$ cat src/rtl/dhrf_pkg.sv
package dhrf_pkg;
    localparam int unsigned HALF_W     = 32;
    localparam int unsigned DST_LSB    = 12;
    localparam int unsigned SRC1_LSB   = 16;
    localparam int unsigned SRC2_LSB   = 0;

    typedef enum logic [1:0] {
        XK_INT32  = 2'd0,
        XK_SINGLE = 2'd1,
        XK_PAIR   = 2'd2,
        XK_RSVD   = 2'd3
    } xfer_kind_e;

    typedef enum logic [1:0] {
        XS_IDLE   = 2'd0,
        XS_FIRST  = 2'd1,
        XS_SECOND = 2'd2
    } xfer_state_e;
endpackage

$ cat src/rtl/dhrf_field_dec.sv
module dhrf_field_dec #(
    parameter int unsigned IDX_W = 4
) (
    input  logic [31:0]      insn,
    output logic [IDX_W-1:0] dst_idx,
    output logic [IDX_W-1:0] src1_idx,
    output logic [IDX_W-1:0] src2_idx
);
    import dhrf_pkg::*;

    always_comb begin
        dst_idx  = insn[DST_LSB  +: IDX_W];
        src1_idx = insn[SRC1_LSB +: IDX_W];
        src2_idx = insn[SRC2_LSB +: IDX_W];
    end
endmodule

$ cat src/rtl/dhrf_bank.sv
module dhrf_bank #(
    parameter int unsigned NREG   = 16,
    parameter int unsigned HALF_W = 32,
    localparam int unsigned IDX_W = $clog2(NREG),
    localparam int unsigned REG_W = 2 * HALF_W
) (
    input  logic              clk,
    input  logic              rst_n,
    input  logic              we_lo,
    input  logic              we_hi,
    input  logic [IDX_W-1:0]  waddr,
    input  logic [HALF_W-1:0] wd_lo,
    input  logic [HALF_W-1:0] wd_hi,
    input  logic [IDX_W-1:0]  raddr_a,
    input  logic [IDX_W-1:0]  raddr_b,
    input  logic [IDX_W-1:0]  raddr_c,
    output logic [REG_W-1:0]  rd_a,
    output logic [REG_W-1:0]  rd_b,
    output logic [REG_W-1:0]  rd_c
);
    logic [HALF_W-1:0] lo_q [NREG];
    logic [HALF_W-1:0] hi_q [NREG];

    for (genvar r = 0; r < NREG; r++) begin : g_reg
        always_ff @(posedge clk or negedge rst_n) begin
            if (!rst_n) begin
                lo_q[r] <= '0;
                hi_q[r] <= '0;
            end else begin
                if (we_lo && (waddr == IDX_W'(r))) lo_q[r] <= wd_lo;
                if (we_hi && (waddr == IDX_W'(r))) hi_q[r] <= wd_hi;
            end
        end
    end

    always_comb begin
        rd_a = {hi_q[raddr_a], lo_q[raddr_a]};
        rd_b = {hi_q[raddr_b], lo_q[raddr_b]};
        rd_c = {hi_q[raddr_c], lo_q[raddr_c]};
    end

    AST_LO_WRITE_LANDS: assert property (@(posedge clk) disable iff (!rst_n)
        we_lo |=> lo_q[$past(waddr)] == $past(wd_lo));
    AST_HI_WRITE_LANDS: assert property (@(posedge clk) disable iff (!rst_n)
        we_hi |=> hi_q[$past(waddr)] == $past(wd_hi));
endmodule

$ cat src/rtl/dhrf_xfer_seq.sv
module dhrf_xfer_seq #(
    parameter int unsigned IDX_W = 4
) (
    input  logic             clk,
    input  logic             rst_n,
    input  logic             start,
    input  logic             store,
    input  logic [1:0]       kind,
    input  logic             be,
    input  logic [IDX_W-1:0] reg_in,
    input  logic             word_valid,
    input  logic             hold,
    output logic             ready,
    output logic             done,
    output logic             ld_lo,
    output logic             ld_hi,
    output logic             sext,
    output logic             sel_hi,
    output logic [IDX_W-1:0] reg_q
);
    import dhrf_pkg::*;

    xfer_state_e state_q, state_d;
    xfer_kind_e  kind_q;
    logic        store_q, be_q, cnt_q;
    logic        launch, accept, last, half_hi;

    assign launch = (state_q == XS_IDLE) && start && (xfer_kind_e'(kind) != XK_RSVD);

    always_comb begin
        ready   = (state_q != XS_IDLE) && !hold;
        accept  = ready && word_valid;
        unique case (kind_q)
            XK_INT32:  half_hi = 1'b0;
            XK_SINGLE: half_hi = 1'b1;
            default:   half_hi = cnt_q ? !be_q : be_q;
        endcase
        last    = (kind_q != XK_PAIR) || cnt_q;
        done    = accept && last;
        sext    = (kind_q == XK_INT32);
        ld_lo   = accept && !store_q && (!half_hi || sext);
        ld_hi   = accept && !store_q && (half_hi || sext);
        sel_hi  = half_hi;
    end

    always_comb begin
        state_d = state_q;
        unique case (state_q)
            XS_IDLE:   if (launch) state_d = XS_FIRST;
            XS_FIRST:  if (accept) state_d = last ? XS_IDLE : XS_SECOND;
            XS_SECOND: if (accept) state_d = XS_IDLE;
            default:   state_d = XS_IDLE;
        endcase
    end

    always_ff @(posedge clk or negedge rst_n) begin
        if (!rst_n) begin
            state_q <= XS_IDLE;
            kind_q  <= XK_INT32;
            store_q <= 1'b0;
            be_q    <= 1'b0;
            cnt_q   <= 1'b0;
            reg_q   <= '0;
        end else begin
            state_q <= state_d;
            if (launch) begin
                kind_q  <= xfer_kind_e'(kind);
                store_q <= store;
                be_q    <= be;
                reg_q   <= reg_in;
                cnt_q   <= 1'b0;
            end else if (accept && !last) begin
                cnt_q   <= 1'b1;
            end
        end
    end

    AST_IDLE_NOT_READY: assert property (@(posedge clk) disable iff (!rst_n)
        (state_q == XS_IDLE) |-> !ready);
    AST_SECOND_COUNTED: assert property (@(posedge clk) disable iff (!rst_n)
        (state_q == XS_SECOND) |-> cnt_q);
    AST_DONE_NEEDS_WORD: assert property (@(posedge clk) disable iff (!rst_n)
        done |-> (ready && word_valid));
    AST_DONE_THEN_IDLE: assert property (@(posedge clk) disable iff (!rst_n)
        done |=> (state_q == XS_IDLE));
endmodule

$ cat src/rtl/cp_dualhalf_regfile.sv
module cp_dualhalf_regfile #(
    parameter int unsigned NREG   = 16,
    parameter int unsigned HALF_W = 32,
    localparam int unsigned IDX_W = $clog2(NREG),
    localparam int unsigned REG_W = 2 * HALF_W
) (
    input  logic              clk,
    input  logic              rst_n,
    input  logic [31:0]       insn,
    output logic [REG_W-1:0]  opa_data,
    output logic [REG_W-1:0]  opb_data,
    input  logic              wb_en,
    input  logic [REG_W-1:0]  wb_data,
    input  logic              host_wr_en,
    input  logic              host_hi,
    input  logic [HALF_W-1:0] host_wdata,
    output logic [HALF_W-1:0] host_rdata,
    input  logic              xfer_start,
    input  logic              xfer_store,
    input  logic [1:0]        xfer_kind,
    input  logic              big_endian,
    input  logic              xfer_valid,
    input  logic [HALF_W-1:0] xfer_wdata,
    output logic [HALF_W-1:0] xfer_rdata,
    output logic              xfer_ready,
    output logic              xfer_done
);
    logic [IDX_W-1:0]  dst_idx, src1_idx, src2_idx, xreg;
    logic              ld_lo, ld_hi, sext, sel_hi;
    logic              we_lo, we_hi;
    logic [IDX_W-1:0]  waddr;
    logic [HALF_W-1:0] wd_lo, wd_hi;
    logic [REG_W-1:0]  rd_c;
    logic              unused_insn_bits;

    assign unused_insn_bits = ^{insn[31:20], insn[11:4]};

    dhrf_field_dec #(.IDX_W(IDX_W)) u_dec (
        .insn(insn), .dst_idx(dst_idx), .src1_idx(src1_idx), .src2_idx(src2_idx)
    );

    dhrf_xfer_seq #(.IDX_W(IDX_W)) u_seq (
        .clk(clk), .rst_n(rst_n), .start(xfer_start), .store(xfer_store),
        .kind(xfer_kind), .be(big_endian), .reg_in(dst_idx),
        .word_valid(xfer_valid), .hold(host_wr_en), .ready(xfer_ready),
        .done(xfer_done), .ld_lo(ld_lo), .ld_hi(ld_hi), .sext(sext),
        .sel_hi(sel_hi), .reg_q(xreg)
    );

    always_comb begin
        we_lo = 1'b0;
        we_hi = 1'b0;
        waddr = dst_idx;
        wd_lo = wb_data[HALF_W-1:0];
        wd_hi = wb_data[REG_W-1:HALF_W];
        if (host_wr_en) begin
            waddr = src1_idx;
            we_lo = !host_hi;
            we_hi = host_hi;
            wd_lo = host_wdata;
            wd_hi = host_wdata;
        end else if (ld_lo || ld_hi) begin
            waddr = xreg;
            we_lo = ld_lo;
            we_hi = ld_hi;
            wd_lo = xfer_wdata;
            wd_hi = sext ? {HALF_W{xfer_wdata[HALF_W-1]}} : xfer_wdata;
        end else if (wb_en) begin
            we_lo = 1'b1;
            we_hi = 1'b1;
        end
    end

    dhrf_bank #(.NREG(NREG), .HALF_W(HALF_W)) u_bank (
        .clk(clk), .rst_n(rst_n), .we_lo(we_lo), .we_hi(we_hi), .waddr(waddr),
        .wd_lo(wd_lo), .wd_hi(wd_hi), .raddr_a(src1_idx), .raddr_b(src2_idx),
        .raddr_c(xreg), .rd_a(opa_data), .rd_b(opb_data), .rd_c(rd_c)
    );

    always_comb begin
        host_rdata = host_hi ? opa_data[REG_W-1:HALF_W] : opa_data[HALF_W-1:0];
        xfer_rdata = sel_hi ? rd_c[REG_W-1:HALF_W] : rd_c[HALF_W-1:0];
    end

    AST_HOST_BLOCKS_MEM: assert property (@(posedge clk) disable iff (!rst_n)
        host_wr_en |-> !xfer_ready);
    AST_HOST_OWNS_PORT: assert property (@(posedge clk) disable iff (!rst_n)
        host_wr_en |-> ($onehot0({we_lo, we_hi}) && (waddr == src1_idx)));
endmodule

$ cat config.mk
export PLATFORM = sky130hd
export DESIGN_NAME = cp_dualhalf_regfile
export DESIGN_NICKNAME = d
export VERILOG_FILES = /design/src/rtl/dhrf_pkg.sv /design/src/rtl/dhrf_field_dec.sv /design/src/rtl/dhrf_bank.sv /design/src/rtl/dhrf_xfer_seq.sv /design/src/rtl/cp_dualhalf_regfile.sv
export SDC_FILE = /design/constraint.sdc
export NUM_CORES = 2
export LEC_CHECK = 0
export ABC_CLOCK_PERIOD_IN_PS = 6200
export CORE_ASPECT_RATIO = 0.8
export CORE_MARGIN = 4
export CORE_UTILIZATION = 45
export DETAILED_ROUTE_END_ITERATION = 7
export GPL_ROUTABILITY_DRIVEN = 0
export GPL_TIMING_DRIVEN = 0
export PLACE_DENSITY_LB_ADDON = 0.12
export SYNTH_ARGS = -nofsm -noshare
export SYNTH_HDL_FRONTEND = slang
export SYNTH_SLANG_ARGS = --single-unit
$ cat constraint.sdc
create_clock -name clk -period 6.2 [get_ports clk]
set_input_delay 1.24 -clock clk [delete_from_list [all_inputs] [get_ports clk]]
set_output_delay 1.24 -clock clk [all_outputs]
set_load 0.005 [all_outputs]
# [Word level (Yosys, flattened, before mapping)]
# Index checks and enable logic that the tools add are counted.
[classes] n_lt_le_gt_ge=3 eq_ne=23 n_mux=41 n_bitwise=3 reduce_logical=57
[op_table] cell="32-bit binary-select mux with 4-bit select" n=6
[op_table] cell="32-bit 2-to-1 mux" n=18
[op_table] cell="1-bit logical AND" n=41
[op_table] cell="4-bit == test (second input constant)" n=8
[op_table] cell="31-bit 2-to-1 mux" n=1
[op_table] cell="4-bit by 3-bit == test with 1-bit output (second input constant)" n=4
[op_table] cell="5-bit >= comparator (second input constant)" n=3
[op_table] cell="4-bit inverter with 5-bit output" n=3
[op_table] cell="4-bit by 2-bit == test with 1-bit output (second input constant)" n=2
[op_table] cell="1-bit 2-to-1 mux" n=8
[op_table] cell="2-bit 2-to-1 mux" n=4
[op_table] cell="4-bit 2-to-1 mux" n=2
[op_table] cell="1-bit zero test" n=6
[op_table] cell="2-bit by 1-bit inequality test with 1-bit output (second input constant)" n=3
[op_table] cell="2-bit case mux with 3 select lines" n=1
[op_table] cell="2-bit by 1-bit == test with 1-bit output (second input constant)" n=2
[op_table] cell="4-bit by 1-bit == test with 1-bit output (second input constant)" n=1
[op_table] cell="2-bit zero test" n=2
[op_table] cell="4-bit zero test" n=1
[op_table] cell="1-bit logical OR" n=4
[op_table] cell="2-bit inequality test (second input constant)" n=2
[op_table] cell="2-bit nonzero test" n=2
[op_table] cell="3-bit AND reduction" n=1
[op_table] cell="2-bit == test (second input constant)" n=1
[op_table] cell="1-bit case mux with 2 select lines" n=1
[word_totals] regBits=1035 in_bits=171 output_inout_bits=194 elab_cells=165

# [Logic depth before layout (Yosys ltp)]
[depth] depth_word=11 depth_mapped=9 depth_no_buf=6

# [By module]
# From an unflattened synthesis, not the netlist that was laid out.
[hier_totals] cells_unflattened=4264 area_unflattened_um2=63542.2
[by_module_without_submodules] module="dhrf_bank" instances=1 cells_per_inst=3866 area_per_inst_um2=60571.8 seq_area_each_um2=25624.6
[by_module_without_submodules] module="cp_dualhalf_regfile" instances=1 cells_per_inst=347 area_per_inst_um2=2377.3 seq_area_each_um2=0.0
[by_module_without_submodules] module="dhrf_xfer_seq" instances=1 cells_per_inst=39 area_per_inst_um2=503.0 seq_area_each_um2=275.3
[by_module_without_submodules] module="dhrf_field_dec" instances=1 cells_per_inst=12 area_per_inst_um2=90.1 seq_area_each_um2=0.0

# [Worst setup path before layout]
# OpenSTA, ideal clock, no wires.
[synth_path] kind="input -> output" startpoint="input port insn[16]" endpoint="output port host_rdata[0]" arrival_time_ns=3.522 t_required_ns=4.960 slack_ns=1.438 path_stages=6 path_buffers=3 cell_sequence="clkbuf_1 -> clkbuf_1 -> buf_1 -> mux4_2 -> mux4_2 -> mux2_2"
[synth_via] elab_chain_len=5 elab_cells_between_ends=8 classes_between="7 x mux; 1 x bitwise"
[synth_lines] element="from (decl)" line="cp_dualhalf_regfile.sv:9" rtl="input logic [31:0] insn,"
[synth_lines] element="4-bit inverter with 5-bit output (implied by the code)" line="dhrf_bank.sv:37" rtl="rd_a = {hi_q[raddr_a], lo_q[raddr_a]};"
[synth_lines] element="32-bit binary-select mux with 4-bit select" line="dhrf_bank.sv:37"
[synth_lines] element="32-bit 2-to-1 mux (implied by the code) (2 in a row)" line="dhrf_bank.sv:37"
[synth_lines] element="named net opa_data[32]" line="cp_dualhalf_regfile.sv:10" rtl="output logic [REG_W-1:0] opa_data,"
[synth_lines] element="32-bit 2-to-1 mux" line="cp_dualhalf_regfile.sv:81" rtl="host_rdata = host_hi ? opa_data[REG_W-1:HALF_W] : opa_data[HALF_W-1:0];"
[synth_lines] element="to (decl)" line="cp_dualhalf_regfile.sv:17" rtl="output logic [HALF_W-1:0] host_rdata,"
# The timed path passes the listed nets, and every way through them passes these cells. The select of a mux whose other input is x is not followed.

# [Final worst setup path]
[layout_path] startpoint="input port insn[19]" endpoint="output port host_rdata[22]"
[layout_via] elab_chain_len=5 elab_cells_between_ends=8 classes_between="7 x mux; 1 x bitwise"
[layout_lines] element="4-bit inverter with 5-bit output (implied by the code) *" line="dhrf_bank.sv:37"
[layout_lines] element="32-bit binary-select mux with 4-bit select" line="dhrf_bank.sv:37"
[layout_lines] element="32-bit 2-to-1 mux (implied by the code) (2 in a row)" line="dhrf_bank.sv:37"
[layout_lines] element="32-bit 2-to-1 mux *" line="cp_dualhalf_regfile.sv:81"
# Mark *: on every way between the ends. The rest lies on a longest branch, timed or not. The select of a mux whose other input is x is not followed.

==> impl_metrics.py <==
metrics = {
    "sta": {
        "fin_ws_ns": -0.09959,
        "period_share_pct": 101.6,
        "fmax_mhz": 158.7,
        "finalCriticalPeriod_ns": 6.300,
        "finalHoldViolCount": 0,
        "rsz0062_at_grt": "false",
        "finClkSkew_ns": 0.03436,
        "final-setup-viol-count": 26,
        "slew_headroom_pct": 0.9937,
        "worst_slew_pin_slew_ns": 1.485,
        "timing.final.max_slew_violations": 0,
        "tns_ns": -1.032,
    },
    "synth": {
        "synth_seq_area_share_pct": 40.87,
        "synth_top_flop_cell": "dfrtp_1",
        "syn_area_per_cell_um2": 16.59,
        "syn-num-nets": 3991,
        "synth_edf_count": 0,
        "synth-async-reset-ratio_pct": 100.0,
        "yosys.area.top_type": "dfrtp_1",
        "synth.distinct_cells": 38,
        "synthesis.area_um2": 63360,
        "yosysWarnings": 0,
        "yosysMostFrequentCell": "mux2_2",
        "synth_seq_cells": 1035,
        "synth_cells": 3820,
        "synth_common_cells": "1085 x mux2_2, 1035 x dfrtp_1, 960 x mux4_2",
        "synth_area_leaders": "dfrtp_1 41%, mux4_2 34%, mux2_2 19%",
        "synth_top_area_share_pct": 40.87,
    },
    "drt": {
        "via_per_inst": 7.094,
        "drcViolationCount": 0,
        "vias": 44430,
        "routed_wl_mm": 257.0,
        "drt-initial-drc-count": 6003,
        "first_pass_iters": 6,
        "routedWlPerCell_um": 41.04,
        "ant_nets": 0,
    },
    "critical_path": {
        "startpoint": "insn[19]",
        "crit_path_end": "host_rdata[22]",
        "cp_max_fo": 10,
        "r2r_cells": 8,
        "endpoint_kind": "output pin",
        "rrSetupSlack_ns": 1.64,
        "worstSetupPathType": "input port to output pin",
        "crit_required_ns": 4.96,
        "worstSetupStartpointType": "input port",
        "rr_startpoint": "u_seq.kind_q[1]$_DFFE_PN0P_",
        "path_cells": "clkdlybuf4s50_1 > clkbuf_1 > clkbuf_1 > mux4_2 > mux2_2 > clkdlybuf4s50_1",
        "worstPathArrival_ns": 5.06,
        "crit_path_top_delay_cell": "clkbuf_1",
        "crit_path_max_incr_delay_ns": 0.99,
        "worstReg2RegEnd": "u_bank.hi_q[57]$_DFFE_PN0P_",
    },
    "pwr": {
        "p_seq_share_pct": 32.4,
        "ir_worst_vdd_mv": 0.3162,
        "p_sw_share_pct": 36.32,
        "clkPwrFrac_pct": 18.3,
        "power_frac_comb_pct": 49.3,
        "p_int_mw": 25.47,
        "p_total_mw": 39.99,
        "p_sw_mw": 14.53,
        "p_per_area_nw_per_um2": 541.5,
        "leakagePower_nw": 29.61,
    },
    "die": {
        "die-area_um2": 146900,
        "die_height_um": 343.6,
        "start_util_pct": 45.57,
        "die_w_um": 427.5,
        "fp.coreArea_um2": 139100,
        "fp-row-count": 122,
        "io_pins": 365,
    },
    "global_route": {
        "antenna_found_initial": 11,
        "grt_usage_pct": 35.16,
        "grt_pass1_vias": 43690,
        "grt_start_max_net_pins": 171,
        "grt_pass1_wl_mm": 354.1,
        "grt-ovfl-total": 0,
    },
    "clocking": {
        "hold_buffers": 0,
        "cts_buffer_depth": 3,
        "cts_made_buffers": 113,
        "post_cts_buffers": 0,
        "cts_root_buffer": "clkbuf_16",
        "cts_tree": "yes",
        "htreeDepth": 3,
        "clk_pin_slew_ns": 0.07,
        "clk_latency_ns": 0.78,
        "clkSinkCount": 1035,
    },
    "place": {
        "io_buffers": 337,
        "hpwlAfterDp_mm": 181.5,
    },
    "finish": {
        "fillCellCount": 11430,
        "multi_input_area_um2": 35640,
        "drive_above_1_share_pct": 56.53,
        "area_delta_synth_final_pct": 16.56,
        "nets": 4473,
        "regArea_um2": 25900,
        "fin_util_pct": 53.11,
    },
    "outcome": {
        "outcome": "finished, violations left",
        "violations": "capacitance limit, setup timing",
    },
    "flow_run": {
        "maxCapViolations": 1,
    },
    "min_path": {
        "hold_class": "input port to async pin",
    },
}
registers in the layout (all words and copies together), names as in the netlist:
| register | cells |
|---|---|
| u_seq.reg_q | 4 |
| u_seq.state_q | 2 |
| u_seq.cnt_q | 1 |
| u_seq.kind_q | 2 |
| u_seq.be_q | 1 |
| u_bank.lo_q | 512 |
| u_seq.store_q | 1 |
| u_bank.hi_q | 512 |
final cells by class:
class / count / share of cell area, %
clock inverter: 35 / 0.6709
timing repair buffer: 367 / 5.135
multi-input combinational: 2364 / 48.26
antenna: 11 / 0.03727
clock buffer: 170 / 4.638
buffer: 418 / 3.026
inverter: 3 / 0.01525
tap: 1860 / 3.151
sequential: 1035 / 35.07
power by group through the flow:
stage | clock network [mW] | logic (mW) | registers (mW)
final | 7.32 | 19.7 | 13.0
after global placement | 0 | 19.2 | 12.7
after CTS | 7.36 | 19.5 | 12.8
after global routing | 7.63 | 20.4 | 13.4
after floorplan | 0 | 12.1 | 11.9
after detailed placement | 0 | 19.4 | 12.9
how the worst min path moves through the flow:
stage	slack (ns)	to	start
after detailed placement	0.52	u_bank.hi_q[260]$_DFFE_PN0P_	u_bank.hi_q[260]$_DFFE_PN0P_
after floorplan	0.49	u_bank.hi_q[260]$_DFFE_PN0P_	u_bank.hi_q[260]$_DFFE_PN0P_
after CTS	0.53	u_bank.hi_q[204]$_DFFE_PN0P_	rst_n
final	0.49	u_bank.hi_q[204]$_DFFE_PN0P_	rst_n
after global routing	0.55	u_bank.hi_q[176]$_DFFE_PN0P_	u_bank.hi_q[176]$_DFFE_PN0P_
after global placement	0.51	u_bank.hi_q[260]$_DFFE_PN0P_	u_bank.hi_q[260]$_DFFE_PN0P_
cell usage in the layout, fill, tap and decap left out, types with 4 or more instances in the layout:
master | netlist | routed
buf_6 | 11 | 20
o21ai_0 | 65 | 39
dfrtp_1 | 1035 | 1035
clkbuf_8 | 0 | 32
bufinv_16 | 0 | 12
buf_2 | 82 | 89
nand2_1 | 51 | 51
a21oi_1 | 65 | 65
nand2b_1 | 7 | 7
nor3_1 | 4 | 4
clkdlybuf4s15_2 | 0 | 42
buf_4 | 14 | 27
clkinv_2 | 0 | 19
nand3_1 | 4 | 4
mux2_2 | 1085 | 1085
diode_2 | 0 | 11
clkdlybuf4s50_1 | 0 | 336
nor3b_1 | 4 | 4
buf_16 | 0 | 7
clkbuf_1 | 221 | 199
clkbuf_2 | 3 | 57
mux2i_1 | 31 | 31
o21ai_1 | 1 | 27
nor2_1 | 51 | 51
clkbuf_16 | 0 | 116
o221ai_2 | 4 | 4
mux2_1 | 10 | 10
buf_1 | 87 | 22
mux4_2 | 960 | 960
metal layers:
layer  vias to the layer above  routed length [um]  global-route usage (%)
met1                     24310              104000                   50.73
met3                       579               29300                   10.51
li1                      16560                   -                       -
met4                         6               15440                   17.51
met5                         -                  32                       0
met2                      2978              108300                   48.53
cells by family (layout without fill, tap and decap cells):
logic type	Yosys count	count (layout)	synth area share (%)
muxes	2086	2086	54.07
and+or+nand+nor	134	134	0.9281
buffers and inverters	421	993	2.875
other	0	11	0
xor gates and xnor gates	1	1	0.01382
AOI/OAI and AO/OA	143	143	1.238
DFF	1035	1035	40.87
through the flow:
stage,std cells,setup slack [ns],hold WS [ns],area (um^2)
2_1_floorplan,3820,1.438,0.4874,63360
3_3_place_gp,6017,-44.85,0.5116,69070
3_5_place_dp,6045,-0.8997,0.5226,69470
4_1_cts,6250,0.001893,0.5259,73790
5_1_grt,6253,0.004003,0.5526,73830
6_report,6263,-0.09959,0.4901,73860
worst max-delay path: cells and delay by family:
family	cells	cell delay (ns)
buffers and inverters	4	2.87
multiplexers	2	0.91
what timing repair did:
| item | CTS | global route |
|---|---|---|
| gates resized for setup | 130 | 38 |
| endpoints found under the setup margin | 187 | 96 |
| pin swaps | 0 | 0 |
Note: power is estimated with default switching activity, not from simulation.
